<file path="config.mk">
export PLATFORM = sky130hd
export DESIGN_NAME = buck_gate_sequencer
export DESIGN_NICKNAME = d
export VERILOG_FILES = /design/src/rtl/gdrv_pkg.sv /design/src/rtl/gdrv_level_decode.sv /design/src/rtl/gdrv_start_guard.sv /design/src/rtl/gdrv_phase_fsm.sv /design/src/rtl/buck_gate_sequencer.sv
export SDC_FILE = /design/constraint.sdc
export NUM_CORES = 1
export LEC_CHECK = 0
export BUFFER_PORTS_ARGS = -buffer_cell sky130_fd_sc_hd__clkbuf_2
export CAP_MARGIN = 20
export CORE_AREA = 2 2 57 59
export DETAILED_ROUTE_END_ITERATION = 8
export DIE_AREA = 0 0 59 61
export PLACE_DENSITY = 0.68
export SETUP_SLACK_MARGIN = 0.3
export SYNTH_ARGS = -nofsm -noshare
export SYNTH_HDL_FRONTEND = slang
export SYNTH_HIERARCHICAL = 1
export SYNTH_SLANG_ARGS = --single-unit
</file>
<file path="constraint.sdc">
create_clock -name clk -period 1.15 [get_ports clk]
set_input_delay 0.0575 -clock clk [delete_from_list [all_inputs] [get_ports clk]]
set_output_delay 0.0575 -clock clk [all_outputs]
set_load 0.005 [all_outputs]
</file>
<file path="src/rtl/gdrv_pkg.sv">
package gdrv_pkg;

  typedef enum logic [2:0] {
    PH_OFF   = 3'd0,
    PH_LOW   = 3'd1,
    PH_DEAD  = 3'd2,
    PH_HIGH  = 3'd3,
    PH_SETTL = 3'd4,
    PH_CLAMP = 3'd5
  } phase_t;

endpackage

</file>
<file path="src/rtl/gdrv_level_decode.sv">
module gdrv_level_decode #(
  parameter int TRI_CYCLES = 8
) (
  input  logic clk,
  input  logic rst_n,
  input  logic above_hi,
  input  logic below_lo,
  output logic lvl_valid,
  output logic cmd_hi,
  output logic tri_state
);

  localparam int MW = $clog2(TRI_CYCLES + 1);
  localparam logic [MW-1:0] TRI_V = MW'(TRI_CYCLES);

  logic          is_hi, is_lo, is_mid;
  logic [MW-1:0] mid_cnt_q, mid_cnt_d;
  logic          last_hi_q, last_hi_d;
  logic          cnt_en, hold_en;

  always_comb begin
    is_hi  = above_hi;
    is_lo  = below_lo & ~above_hi;
    is_mid = ~above_hi & ~below_lo;

    cnt_en    = ~(is_mid & (mid_cnt_q == TRI_V));
    mid_cnt_d = is_mid ? (mid_cnt_q + MW'(1)) : '0;

    hold_en   = ~is_mid;
    last_hi_d = is_hi;
  end

  always_ff @(posedge clk or negedge rst_n) begin
    if (!rst_n) begin
      mid_cnt_q <= '0;
      last_hi_q <= 1'b0;
    end else begin
      if (cnt_en)  mid_cnt_q <= mid_cnt_d;
      if (hold_en) last_hi_q <= last_hi_d;
    end
  end

  assign lvl_valid = ~is_mid;
  assign cmd_hi    = is_mid ? last_hi_q : is_hi;
  assign tri_state = (mid_cnt_q == TRI_V);

endmodule

</file>
<file path="src/rtl/gdrv_start_guard.sv">
module gdrv_start_guard (
  input  logic clk,
  input  logic rst_n,
  input  logic supply_ok,
  input  logic sw_ovp,
  input  logic lvl_valid,
  output logic soft_clr,
  output logic clamp_req,
  output logic run,
  output logic ovp_latched
);

  logic sup_q;
  logic armed_q, armed_d;
  logic latch_q, latch_d;
  logic ovp_hit;

  always_comb begin
    soft_clr = sup_q & ~supply_ok;
    ovp_hit  = ~armed_q & sw_ovp;
    latch_d  = soft_clr ? 1'b0 : (latch_q | ovp_hit);
    armed_d  = soft_clr ? 1'b0
             : (armed_q | (supply_ok & lvl_valid & ~latch_q & ~ovp_hit));
  end

  always_ff @(posedge clk or negedge rst_n) begin
    if (!rst_n) begin
      sup_q   <= 1'b0;
      armed_q <= 1'b0;
      latch_q <= 1'b0;
    end else begin
      sup_q   <= supply_ok;
      armed_q <= armed_d;
      latch_q <= latch_d;
    end
  end

  assign clamp_req   = ~soft_clr & (latch_q | ovp_hit);
  assign run         = armed_q & supply_ok;
  assign ovp_latched = latch_q;

endmodule

</file>
<file path="src/rtl/gdrv_phase_fsm.sv">
module gdrv_phase_fsm
  import gdrv_pkg::*;
#(
  parameter int NOV_CYCLES = 4,
  parameter int LS_TIMEOUT = 64
) (
  input  logic clk,
  input  logic rst_n,
  input  logic soft_clr,
  input  logic clamp_req,
  input  logic run,
  input  logic tri_state,
  input  logic cmd_hi,
  input  logic hs_gate_low,
  input  logic sw_low,
  output logic hs_en,
  output logic ls_en,
  output logic to_fault
);

  localparam int CMAX = (NOV_CYCLES > LS_TIMEOUT) ? NOV_CYCLES : LS_TIMEOUT;
  localparam int CW   = $clog2(CMAX + 1);
  localparam logic [CW-1:0] NOV_LAST = CW'(NOV_CYCLES - 1);
  localparam logic [CW-1:0] TMO_LAST = CW'(LS_TIMEOUT - 1);

  phase_t        ph_q, ph_d;
  logic [CW-1:0] cnt_q, cnt_d;
  logic          flt_q, flt_d;

  always_comb begin
    ph_d  = ph_q;
    cnt_d = cnt_q;
    flt_d = flt_q;
    if (soft_clr) begin
      ph_d  = PH_OFF;
      cnt_d = '0;
      flt_d = 1'b0;
    end else if (clamp_req) begin
      ph_d = PH_CLAMP;
    end else if (!run || tri_state) begin
      ph_d  = PH_OFF;
      cnt_d = '0;
    end else begin
      case (ph_q)
        PH_OFF: begin
          cnt_d = '0;
          ph_d  = cmd_hi ? PH_DEAD : PH_SETTL;
        end
        PH_LOW: begin
          if (cmd_hi) begin
            ph_d  = PH_DEAD;
            cnt_d = '0;
          end
        end
        PH_DEAD: begin
          if (!cmd_hi) begin
            ph_d  = PH_SETTL;
            cnt_d = '0;
          end else if (cnt_q == NOV_LAST) begin
            ph_d = PH_HIGH;
          end else begin
            cnt_d = cnt_q + CW'(1);
          end
        end
        PH_HIGH: begin
          if (!cmd_hi) begin
            ph_d  = PH_SETTL;
            cnt_d = '0;
          end
        end
        PH_SETTL: begin
          if (cmd_hi) begin
            ph_d  = PH_DEAD;
            cnt_d = '0;
          end else if (hs_gate_low && sw_low) begin
            ph_d = PH_LOW;
          end else if (cnt_q == TMO_LAST) begin
            ph_d  = PH_LOW;
            flt_d = 1'b1;
          end else begin
            cnt_d = cnt_q + CW'(1);
          end
        end
        default: begin
          ph_d  = PH_OFF;
          cnt_d = '0;
        end
      endcase
    end
  end

  always_ff @(posedge clk or negedge rst_n) begin
    if (!rst_n) begin
      ph_q  <= PH_OFF;
      cnt_q <= '0;
      flt_q <= 1'b0;
    end else begin
      ph_q  <= ph_d;
      cnt_q <= cnt_d;
      flt_q <= flt_d;
    end
  end

  assign hs_en    = (ph_q == PH_HIGH);
  assign ls_en    = (ph_q == PH_LOW) || (ph_q == PH_CLAMP);
  assign to_fault = flt_q;

endmodule

</file>
<file path="src/rtl/buck_gate_sequencer.sv">
module buck_gate_sequencer #(
  parameter int NOV_CYCLES = 4,
  parameter int TRI_CYCLES = 8,
  parameter int LS_TIMEOUT = 64
) (
  input  logic clk,
  input  logic rst_n,
  input  logic pwm_above_hi,
  input  logic pwm_below_lo,
  input  logic sw_low,
  input  logic hs_gate_low,
  input  logic supply_ok,
  input  logic sw_ovp,
  output logic hs_en,
  output logic ls_en,
  output logic tri_state,
  output logic lsto_fault,
  output logic ovp_clamp
);

  logic [1:0] rsync_q;
  logic       rst_int_n;
  logic       lvl_valid, cmd_hi, tri_w;
  logic       soft_clr, clamp_req, run;

  always_ff @(posedge clk or negedge rst_n) begin
    if (!rst_n) rsync_q <= '0;
    else        rsync_q <= {rsync_q[0], 1'b1};
  end
  assign rst_int_n = rsync_q[1];

  gdrv_level_decode #(.TRI_CYCLES(TRI_CYCLES)) u_decode (
    .clk       (clk),
    .rst_n     (rst_int_n),
    .above_hi  (pwm_above_hi),
    .below_lo  (pwm_below_lo),
    .lvl_valid (lvl_valid),
    .cmd_hi    (cmd_hi),
    .tri_state (tri_w)
  );

  gdrv_start_guard u_guard (
    .clk         (clk),
    .rst_n       (rst_int_n),
    .supply_ok   (supply_ok),
    .sw_ovp      (sw_ovp),
    .lvl_valid   (lvl_valid),
    .soft_clr    (soft_clr),
    .clamp_req   (clamp_req),
    .run         (run),
    .ovp_latched (ovp_clamp)
  );

  gdrv_phase_fsm #(.NOV_CYCLES(NOV_CYCLES), .LS_TIMEOUT(LS_TIMEOUT)) u_fsm (
    .clk         (clk),
    .rst_n       (rst_int_n),
    .soft_clr    (soft_clr),
    .clamp_req   (clamp_req),
    .run         (run),
    .tri_state   (tri_w),
    .cmd_hi      (cmd_hi),
    .hs_gate_low (hs_gate_low),
    .sw_low      (sw_low),
    .hs_en       (hs_en),
    .ls_en       (ls_en),
    .to_fault    (lsto_fault)
  );

  assign tri_state = tri_w;

endmodule

</file>
==> reports/qor.txt, run 1 <==
PLACE
-----------------------------------------------------------------------------------------------
Placed Cells                                                                                217
Weighted congestion reported at the end of routability-driven placement                   0.867
Placement Cell Area                                                                 0.00174 mm²
Post-DP HPWL                                                                            2.42 mm
Buffers on Ports                                                                             12

STA
-----------------------------------------------------------------------------------------------
Shortest period the worst path allows                                                   2280 ps
Final Hold Viols                                                                              0
Number of pins exceeding their max-slew limit in the final report                             0
Final setup violation count                                                                  18
Share of the clock period used by the worst path                                           199%
Final Worst Setup Slack                                                                -1130 ps
RSZ-0062 raised after global routing                                                        yes
Maximum clock skew at final layout                                                      6.54 ps
Fmax achieved                                                                           438 MHz

LOGIC SYNTHESIS
-----------------------------------------------------------------------------------------------
Share of the synthesized area in the top cell type                                        40.0%
Top cell type by total area after synthesis                                             dfrtp_1
Cell count after synthesis                                                                  131
Most instantiated cells after synthesis                                            dfrtp_1, inv_1, a21oi_1, nor2_1
Number of flops mapped to enable cells by yosys                                               0
Most repeated cell in the gate-level netlist after synthesis                            dfrtp_1
Number of distinct standard cells referenced by the synthesized netlist                      53
Post-Syn Area per Cell                                                                 10.0 µm²
Count of warnings emitted by yosys                                                            6
Ranking of synthesized cells by area                                               dfrtp_1, ha_1, mux2_4
Synth async-reset ratio                                                                    100%
Fraction of the yosys area taken by sequential cells                                      40.0%
Synthesized cell area                                                               0.00131 mm²
Top_reg_cell synth                                                                      dfrtp_1
Net count after synthesis                                                                   143
#FFs+latches synth                                                                           21

DIE
-----------------------------------------------------------------------------------------------
Starting density of the core                                                              44.4%
Io pins                                                                                      13
Horizontal extent of the die                                                              59 µm
Total Die Area                                                                      0.00360 mm²
Die height                                                                                61 µm
FP Rows                                                                                      20
Total core area                                                                     0.00295 mm²

GLOBAL ROUTE
-----------------------------------------------------------------------------------------------
Initial antenna violation count                                                               0
Total routing resource utilization after global routing                                   20.8%
Aggregate global routing overflow                                                             0
Number of global-route vias before repair                                                  1192
Wire length of the first global-routing pass                                            5.58 mm
Maximum number of pins on one net before global-route repair                                 13

CRITICAL PATH
-----------------------------------------------------------------------------------------------
Worst Setup Start Kind                                                                flip-flop
Worst-path fanout max                                                                         3
CP Capture Type                                                                       flip-flop
Kind of critical path                                                                reg -> reg
Arrival @ worst endpoint                                                                2490 ps
CP required                                                                             1360 ps

POWER AND IR DROP
-----------------------------------------------------------------------------------------------
Worst-case vdd ir drop                                                                 0.611 mV
Relative contribution of sequential cells to total power                                  41.3%
Total chip power                                                                      0.00199 W
Power Internal                                                                        0.00137 W
PwrDens                                                                              932 mW/mm²
Net switching power                                                                  0.000621 W
Combinational group share of total power                                                  39.8%
Portion of total power attributed to the clock network                                    18.9%
Switching share of power                                                                  31.1%
Leak pwr                                                                                1.01 nW

DRT
-----------------------------------------------------------------------------------------------
Number of detailed-routing iterations run before antenna repair                               4
Total number of vias                                                                       1270
Average routed wire per standard cell                                                   16.4 µm
Post-detailed-route via-to-cell ratio                                                      5.43
Detailed Route Iter0 Violations                                                              36
# DRC                                                                                         0
DRT Wirelength                                                                          3.85 mm
Final ANT Viol Nets                                                                           0

RUN STATUS
-----------------------------------------------------------------------------------------------
Violations in the final reports                                                    negative setup slack
Outcome                                                                            complete, but fails checks

FINAL LAYOUT
-----------------------------------------------------------------------------------------------
Post-route cell area                                                                0.00214 mm²
Post-route non-filler standard cell count                                                   234
Number of nets in the final layout                                                          214
Layout overhead on the synthesized area                                                   63.0%
Number of inserted diodes                                                                     0
Fraction of layout instances using a drive strength above 1                               57.2%

CLOCK NETWORK
-----------------------------------------------------------------------------------------------
Clock sinks                                                                                  21
Num CTS Buffers                                                                               3
CTS tree                                                                                    yes
Clock latency reported for the late side of the worst-skew pair                          310 ps
Largest buffer count on any clock path                                                        2
Buffer cell driving the clock tree root                                                clkbuf_4
Clock input transition at the sequential cells of the worst setup and hold paths         130 ps
CTS H-Tree Depth                                                                              1

RUN
-----------------------------------------------------------------------------------------------
Total of max-cap violations                                                                   0

MIN PATH
-----------------------------------------------------------------------------------------------
Worst min-delay path category                                                         in -> reg

-- cell type report --
type | count | area [µm²]
clock inverter | 1 | 5.00
clock buffer | 3 | 22.5
inverter | 9 | 33.8
multi-input combinational | 95 | 925
tap | 33 | 41.3
sequential | 21 | 526
timing repair buffer | 72 | 587
fill | 218 | 813
-- registers in the layout (all words and copies together) (netlist names) --
name,cells
u_guard/sup_q,1
u_guard/ovp_latched,1
u_fsm/ph_q,3
u_fsm/cnt_q,7
u_decode/last_hi_q,1
u_fsm/to_fault,1
u_guard/armed_q,1
rsync_q,2
u_decode/mid_cnt_q,4
-- power by group through the flow --
| stage | combinational, W | clock [W] | sequential (W) |
|---|---|---|---|
| 2_1_floorplan | 0.000262 | 0 | 0.000837 |
| 3_3_place_gp | 0.000509 | 0 | 0.000825 |
| 3_5_place_dp | 0.000525 | 0 | 0.000828 |
| 4_1_cts | 0.000671 | 0.000385 | 0.000819 |
| 5_1_grt | 0.000835 | 0.000418 | 0.000827 |
| 6_report | 0.000793 | 0.000377 | 0.000823 |
-- critical path: stages, from the launching register on --
cell and delay, ps:
dfrtp_1 380, inv_1 50, ha_2 160, and3b_2 210, buf_4 140, buf_6 110
or4b_4 520, nor3b_4 240, a21oi_2 70, mux2_4 310
-- cells by family after synthesis --
family | Yosys count | share of synthesized area, %
DFF | 21 | 40.0
adders and majority gates | 4 | 3.81
buffers and inverters | 15 | 4.96
xor gates and xnor gates | 2 | 1.33
muxes | 6 | 5.91
other | 1 | 0.286
and+or+nand+nor | 51 | 25.0
AOI/OAI and AO/OA | 31 | 18.7
-- final timing paths --
path | from | to | slack [ps] | cells after the start
min in group asynchronous | rst_n | rsync_q[1] | 40 | 2
min | supply_ok | u_guard/sup_q | 30 | 2
max in group asynchronous | rsync_q[1] | u_decode/last_hi_q | 800 | 1
max reg2reg | u_decode/mid_cnt_q[0] | u_fsm/ph_q[2] | -1130 | 9
max | u_decode/mid_cnt_q[0] | u_fsm/ph_q[2] | -1130 | 9
min reg2reg | rsync_q[1] | u_fsm/cnt_q[6] | 180 | 1
-- cell usage in the layout (no fill, tap or decap), types with 3 or more instances in the layout --
cell and n:
nand3_1 3, inv_1 9, buf_6 19, dfrtp_1 21
nand2_1 5, mux2_4 5, nor2_1 6, clkbuf_4 3
nand2b_1 4, nor2b_4 3, a21oi_1 4, nor3b_1 4
clkbuf_2 11, buf_4 41
-- metrics by stage --
stage / setup slack [ps] / utilization [%] / hold slack [ps] / TNS (ps)
floorplan: -1290 / - / -238 / -10990
global placement: -1020 / 59.0 / -158 / -9980
detailed placement: -1070 / 59.0 / -154 / -10580
CTS: -1070 / 66.5 / 12.2 / -11770
global route: -1180 / 72.5 / 21.7 / -13840
finish: -1130 / 72.5 / 27.3 / -12650
-- what timing repair did --
item | in CTS | in global routing
endpoints found under the hold margin | 2 | 0
setup buffers | 5 | 7
pin swaps | 5 | 13
hold buffers | 1 | 0
resized for setup | 33 | 22
endpoints found under the setup margin | 22 | 23
-- per-layer routing --
layer	vias to the layer above	GRT usage [%]	share of wire, %	routed length, µm
met3	6	2.56	2.4	94
met5	-	0	0	0
met2	17	33.2	48	1850
met4	0	4.87	1.3	49
li1	606	-	-	-
met1	641	30.2	48	1860
No activity file was read; power rests on OpenSTA's default activity.
==> inputs of run 2 (changes only) <==
Settings changed: GPL_ROUTABILITY_DRIVEN set to 0, REMOVE_ABC_BUFFERS set to 1.
==> run 2 against run 1 <==
Compared with the run above:
- the flow still finishes with violations (negative setup slack)
- total power fell by 3.5%
- via count fell by 0.94%
- worst setup slack improved by 31 ps
- sequential share of layout area rose by 0.86 points
- clock skew rose by 2.1 ps
- final cell count fell by 0.85%
- global-route usage rose by 1.6 points
- clock power rose by 2%
- largest cell class unchanged
- largest power group unchanged
==> reports/qor.txt, run 2 (synthesis results as in run 1) <==
CLOCK NETWORK
-----------------------------------------------------------------------------------------------
CTS H-Tree Depth                                                                              1   unchanged
Num CTS Buffers                                                                               3   unchanged
CTS tree                                                                                    yes
Clock latency reported for the late side of the worst-skew pair                          320 ps   about the same
Clock input transition at the sequential cells of the worst setup and hold paths         130 ps   about the same
Largest buffer count on any clock path                                                        2   unchanged
Buffer cell driving the clock tree root                                                clkbuf_4
Clock sinks                                                                                  21   unchanged

DIE
-----------------------------------------------------------------------------------------------
Total Die Area                                                                      0.00360 mm²   unchanged
Die height                                                                                61 µm   unchanged
Io pins                                                                                      13   unchanged
FP Rows                                                                                      20   unchanged
Total core area                                                                     0.00295 mm²   unchanged
Horizontal extent of the die                                                              59 µm   unchanged
Starting density of the core                                                              44.4%   unchanged

PLACE
-----------------------------------------------------------------------------------------------
Buffers on Ports                                                                             12   unchanged
Worst setup slack before clock tree synthesis                                          -1070 ps   -4.35 ps
Post-DP HPWL                                                                            2.32 mm   -4.2%
Placed Cells                                                                                214   -1.4%

CRITICAL PATH
-----------------------------------------------------------------------------------------------
Worst Setup Start Kind                                                                flip-flop
Worst-path fanout max                                                                         4   +1
Number of buffers and inverters on the critical path                                          1   -2
Reg2reg path depth                                                                            8   -1
Arrival @ worst endpoint                                                                2480 ps   about the same
CP required                                                                             1370 ps   about the same
Crit Reg-Reg Startpoint                                                            u_decode/mid_cnt_q[0]
Critical path's largest stage delay                                                      400 ps   -120 ps
CP Capture Type                                                                       flip-flop
RR Endpoint                                                                        u_fsm/cnt_q[0]
Worst-path cell chain                                                              inv_1 > ha_2 > and3b_2 > or3b_4 > or3_4 > o311ai_4 > a21o_4 > mux2_4
Worst R2R Setup Slack                                                                  -1100 ps   +30 ps
Family with the most delay on the worst path                                       simple AND/OR/NAND/NOR gates
Slowest CP cell                                                                          or3b_4
Kind of critical path                                                                reg -> reg

RUN STATUS
-----------------------------------------------------------------------------------------------
Violations in the final reports                                                    negative setup slack
Outcome                                                                            complete, but fails checks

DRT
-----------------------------------------------------------------------------------------------
Average routed wire per standard cell                                                   16.3 µm   -1.1%
DRT Wirelength                                                                          3.78 mm   -1.9%
Total number of vias                                                                       1258   -0.94%
# DRC                                                                                         0   unchanged
Final ANT Viol Nets                                                                           0   unchanged
Number of detailed-routing iterations run before antenna repair                               4   unchanged
Detailed Route Iter0 Violations                                                              63   +75%
Post-detailed-route via-to-cell ratio                                                      5.42   about the same

FINAL LAYOUT
-----------------------------------------------------------------------------------------------
Leading registers by flop count                                                    u_fsm/cnt_q: 7 flops, u_decode/mid_cnt_q: 4 flops, u_fsm/ph_q: 3 flops
Most common cell after layout, fill and taps aside                                        buf_4
Max reg flops                                                                                 7   unchanged
Number of nets in the final layout                                                          212   -0.93%
Layout overhead on the synthesized area                                                   57.5%
Post-route non-filler standard cell count                                                   232   -0.85%
Register containing the most flip-flops in the final layout                         u_fsm/cnt_q
Most used cells in the layout excluding fill and tap cells                         buf_4, dfrtp_1, buf_6
Number of inserted diodes                                                                     0   unchanged
Fraction of layout instances using a drive strength above 1                               53.3%   -3.9 points

RUN
-----------------------------------------------------------------------------------------------
Total of max-cap violations                                                                   0   unchanged

STA
-----------------------------------------------------------------------------------------------
Shortest period the worst path allows                                                   2250 ps   -30.6 ps
Worst hold margin                                                                       22.6 ps   -4.69 ps
Share of the clock period used by the worst path                                           196%   -2.7 points
RSZ-0062 raised after global routing                                                        yes
Maximum clock skew at final layout                                                      8.67 ps   +2.12 ps
Number of pins exceeding their max-slew limit in the final report                             0   unchanged
Final setup violation count                                                                  19   +1
Final Hold Viols                                                                              0   unchanged
Fmax achieved                                                                           444 MHz   +1.4%
Setup TNS Final                                                                       -13720 ps   -1070 ps
Final Worst Setup Slack                                                                -1100 ps   +30.6 ps

POWER AND IR DROP
-----------------------------------------------------------------------------------------------
Worst-case vdd ir drop                                                                 0.735 mV   +20%
Total chip power                                                                      0.00192 W   -3.5%
Leak pwr                                                                               0.982 nW   -2.8%
PwrDens                                                                              931 mW/mm²   -0.10%

GLOBAL ROUTE
-----------------------------------------------------------------------------------------------
Number of global-route vias before repair                                                  1310   +9.9%
Initial antenna violation count                                                               0   unchanged
Maximum number of pins on one net before global-route repair                                 20   +7
Aggregate global routing overflow                                                             0   unchanged
Wire length of the first global-routing pass                                            5.97 mm   +6.9%
Total routing resource utilization after global routing                                   22.4%   +1.6 points

MIN PATH
-----------------------------------------------------------------------------------------------
Worst min-delay path category                                                         in -> reg
Number of stages on the worst hold path                                                       2   unchanged
Worst Min Path Start                                                                  supply_ok
End point of the worst hold path                                                   u_guard/sup_q

[run 2: layout make-up]
cell class              count  area [µm²]
repair buffers             70         572
multi-input cells          95         868
clock buffers               4        26.3
inverters                   9        33.8
well taps                  33        41.3
fillers                   212         886
flip-flops and latches     21         526
[run 2: worst max-delay path by stage]
| stage | startpoint | end | slack [ps] | cells past startpoint |
|---|---|---|---|---|
| after floorplan | u_decode/mid_cnt_q[0] | u_fsm/cnt_q[0] | -1280 | 8 |
| after global placement | u_decode/mid_cnt_q[0] | u_fsm/cnt_q[0] | -1020 | 8 |
| after detailed placement | u_decode/mid_cnt_q[0] | u_fsm/cnt_q[2] | -1070 | 9 |
| after CTS | u_decode/mid_cnt_q[0] | u_fsm/cnt_q[0] | -1060 | 8 |
| after global routing | u_decode/mid_cnt_q[0] | u_fsm/ph_q[2] | -1180 | 8 |
| final | u_decode/mid_cnt_q[0] | u_fsm/cnt_q[0] | -1100 | 8 |
[run 2: report_power, final]
group | switching (W) | leakage (nW) | internal [W]
combinational | 0.000304 | 0.693 | 0.000416
clock | 0.000250 | 0.0150 | 0.000136
sequential | 0.0000360 | 0.274 | 0.000781
[run 2: timing repair]
| item | CTS | global route |
|---|---|---|
| gates resized for setup | 37 | 13 |
| endpoints found under the setup margin | 22 | 23 |
| hold endpoints to repair | 2 | 0 |
| pin swaps | 9 | 4 |
| buffers inserted | 8 | 5 |
| hold buffers | 1 | 0 |
[run 2: stage by stage]
step | cell area (µm²) | util [%]
after global routing | 2070 | 70.0
final | 2070 | 70.0
after floorplan | 1280 | -
after global placement | 1710 | 58.0
after CTS | 1970 | 66.7
after detailed placement | 1710 | 58.0
[run 2: metal layers]
layer / track usage (%) / share of wire [%] / vias to the layer above
met5: 0 / 0 / -
met4: 10.7 / 2.3 / 0
met3: 2.77 / 2.7 / 11
met2: 39.2 / 53 / 30
met1: 27.5 / 42 / 604
li1: - / - / 613
==> inputs of run 3 (changes only) <==
Settings changed: SKIP_LAST_GASP set to 1.
==> run 3 against run 2 <==
Compared with the run above:
- the flow still finishes with violations (negative setup slack)
- non-clock buffer count rose by 1
- clock skew is 5.2 ps lower
- design area is 0.91% lower
- highest routed layer unchanged
- clock-buffer cell count is the same
- utilization down 0.64 points
==> reports/qor.txt, run 3 (synthesis results as in run 1) <==
RUN STATUS
-----------------------------------------------------------------------------------------------
Outcome                                                                            complete, but fails checks
Violations in the final reports                                                    negative setup slack

GLOBAL ROUTE
-----------------------------------------------------------------------------------------------
Initial antenna violation count                                                               0   unchanged
Number of global-route vias before repair                                                  1270   -3.1%
Aggregate global routing overflow                                                             0   unchanged
Maximum number of pins on one net before global-route repair                                 20   unchanged
Total routing resource utilization after global routing                                   22.0%   -0.40 points
Wire length of the first global-routing pass                                            5.89 mm   -1.3%

CLOCK NETWORK
-----------------------------------------------------------------------------------------------
Buffer cell driving the clock tree root                                                clkbuf_4
Clock input transition at the sequential cells of the worst setup and hold paths         130 ps   about the same
Clock latency reported for the late side of the worst-skew pair                          310 ps   about the same
Num CTS Buffers                                                                               3   unchanged
Clock sinks                                                                                  21   unchanged
CTS tree                                                                                    yes
Largest buffer count on any clock path                                                        2   unchanged
CTS H-Tree Depth                                                                              1   unchanged

POWER AND IR DROP
-----------------------------------------------------------------------------------------------
Power Internal                                                                        0.00130 W   -2.4%
Leak pwr                                                                               0.959 nW   -2.3%
Combinational group share of total power                                                  35.9%   -1.6 points
Portion of total power attributed to the clock network                                    20.4%   +0.3 points
Switching share of power                                                                  30.3%   -0.39 points
Worst-case vdd ir drop                                                                 0.661 mV   -10%
Net switching power                                                                  0.000566 W   -4.2%
PwrDens                                                                              912 mW/mm²   -2.0%
Relative contribution of sequential cells to total power                                  43.7%   +1.2 points

FINAL LAYOUT
-----------------------------------------------------------------------------------------------
Max reg flops                                                                                 7   unchanged
Fraction of layout instances using a drive strength above 1                               51.5%   -1.8 points
Most used cells in the layout excluding fill and tap cells                         buf_4, dfrtp_1, buf_6
Layout overhead on the synthesized area                                                   56.1%
Register containing the most flip-flops in the final layout                         u_fsm/cnt_q
Most common cell after layout, fill and taps aside                                        buf_4
Number of nets in the final layout                                                          213   +0.47%
Leading registers by flop count                                                    u_fsm/cnt_q: 7 flops, u_decode/mid_cnt_q: 4 flops, u_fsm/ph_q: 3 flops
Number of inserted diodes                                                                     0   unchanged

STA
-----------------------------------------------------------------------------------------------
Shortest period the worst path allows                                                   2220 ps   -29.8 ps
Final Hold Viols                                                                              0   unchanged
Final setup violation count                                                                  19   unchanged
Share of the clock period used by the worst path                                           193%   -2.6 points
Worst hold margin                                                                       42.0 ps   +19.4 ps
Number of pins exceeding their max-slew limit in the final report                             0   unchanged
Fmax achieved                                                                           450 MHz   +1.3%
Maximum clock skew at final layout                                                      3.47 ps   -5.19 ps
Final Worst Setup Slack                                                                -1070 ps   +29.8 ps
RSZ-0062 raised after global routing                                                        yes

DIE
-----------------------------------------------------------------------------------------------
Die height                                                                                61 µm   unchanged
Starting density of the core                                                              44.4%   unchanged
Total core area                                                                     0.00295 mm²   unchanged
Total Die Area                                                                      0.00360 mm²   unchanged
Horizontal extent of the die                                                              59 µm   unchanged
Io pins                                                                                      13   unchanged
FP Rows                                                                                      20   unchanged

MIN PATH
-----------------------------------------------------------------------------------------------
Worst min-delay path category                                                       in -> async

PLACE
-----------------------------------------------------------------------------------------------
Buffers on Ports                                                                             12   unchanged
Worst setup slack before clock tree synthesis                                          -1070 ps   unchanged
Post-DP HPWL                                                                            2.32 mm   unchanged

CRITICAL PATH
-----------------------------------------------------------------------------------------------
Kind of critical path                                                                reg -> reg
Worst Setup Start Kind                                                                flip-flop
CP required                                                                             1360 ps   about the same
Worst-path fanout max                                                                         4   unchanged
Arrival @ worst endpoint                                                                2440 ps   -40 ps
CP Capture Type                                                                       flip-flop

DRT
-----------------------------------------------------------------------------------------------
Detailed Route Iter0 Violations                                                              45   -29%
Final ANT Viol Nets                                                                           0   unchanged
Average routed wire per standard cell                                                   15.5 µm   -4.5%
# DRC                                                                                         0   unchanged
Number of detailed-routing iterations run before antenna repair                               4   unchanged
DRT Wirelength                                                                          3.62 mm   -4.1%
Post-detailed-route via-to-cell ratio                                                      5.34   -1.5%
Total number of vias                                                                       1244   -1.1%

RUN
-----------------------------------------------------------------------------------------------
Total of max-cap violations                                                                   0   unchanged

-- run 3: power groups by stage --
stage	clock network (W)	registers (W)	logic, W
after floorplan	0	0.000841	0.000236
after global placement	0	0.000823	0.000477
after detailed placement	0	0.000828	0.000489
after CTS	0.000387	0.000813	0.000577
after global routing	0.000413	0.000826	0.000721
final	0.000380	0.000816	0.000671
-- run 3: routing by layer --
metal	vias to the layer above	share of wire, %	wire length (µm)	GRT usage, %
met2	24	53	1920	38.3
met1	605	42	1530	28.0
met5	-	0	0	0
met3	8	2.3	85	2.56
met4	0	2.3	85	8.77
li1	607	-	-	-
-- run 3: stage by stage --
| step | power (W) | TNS, ps | util [%] | instance area [µm²] | std cells |
|---|---|---|---|---|---|
| global placement | 0.00130 | -10050 | 58.0 | 1710 | 214 |
| finish | 0.00187 | -13230 | 69.4 | 2050 | 233 |
| CTS | 0.00178 | -12540 | 65.4 | 1930 | 228 |
| detailed placement | 0.00132 | -10720 | 58.0 | 1710 | 214 |
| global route | 0.00196 | -15010 | 69.4 | 2050 | 233 |
| floorplan | 0.00108 | -11020 | - | 1280 | 125 |
-- run 3: layout make-up --
class | instances | area (µm²)
clock buffers | 4 | 26.3
well taps | 33 | 41.3
fillers | 208 | 905
multi-input cells | 95 | 853
repair buffers | 71 | 568
inverters | 9 | 33.8
flip-flops and latches | 21 | 526
-- run 3: path summary, 6_finish.rpt --
kind | depth (start not counted) | end | slack, ps | start
max in group asynchronous | 1 | u_fsm/to_fault | 730 | rsync_q[1]
max | 8 | u_fsm/cnt_q[0] | -1070 | u_decode/mid_cnt_q[0]
min reg2reg | 1 | u_fsm/cnt_q[6] | 210 | rsync_q[1]
max reg2reg | 8 | u_fsm/cnt_q[0] | -1070 | u_decode/mid_cnt_q[0]
min in group clk | 4 | u_fsm/to_fault | 130 | sw_low
min | 2 | rsync_q[0] | 40 | rst_n
-- run 3: repair_timing --
action                     in CTS  in global routing
pin swaps                       7                  7
setup buffers                   8                  5
hold endpoints to repair        3                  0
hold buffers                    2                  0
gates resized for setup        26                 16
setup endpoints to repair      22                 23
-- run 3: worst max-delay path, stage by stage (launching register included) --
cell and delay, ps:
dfrtp_1 370, inv_1 50, ha_2 160, and3b_2 220
or3b_4 400, or3_4 390, o311ai_4 100, a21o_4 140
mux2_4 290
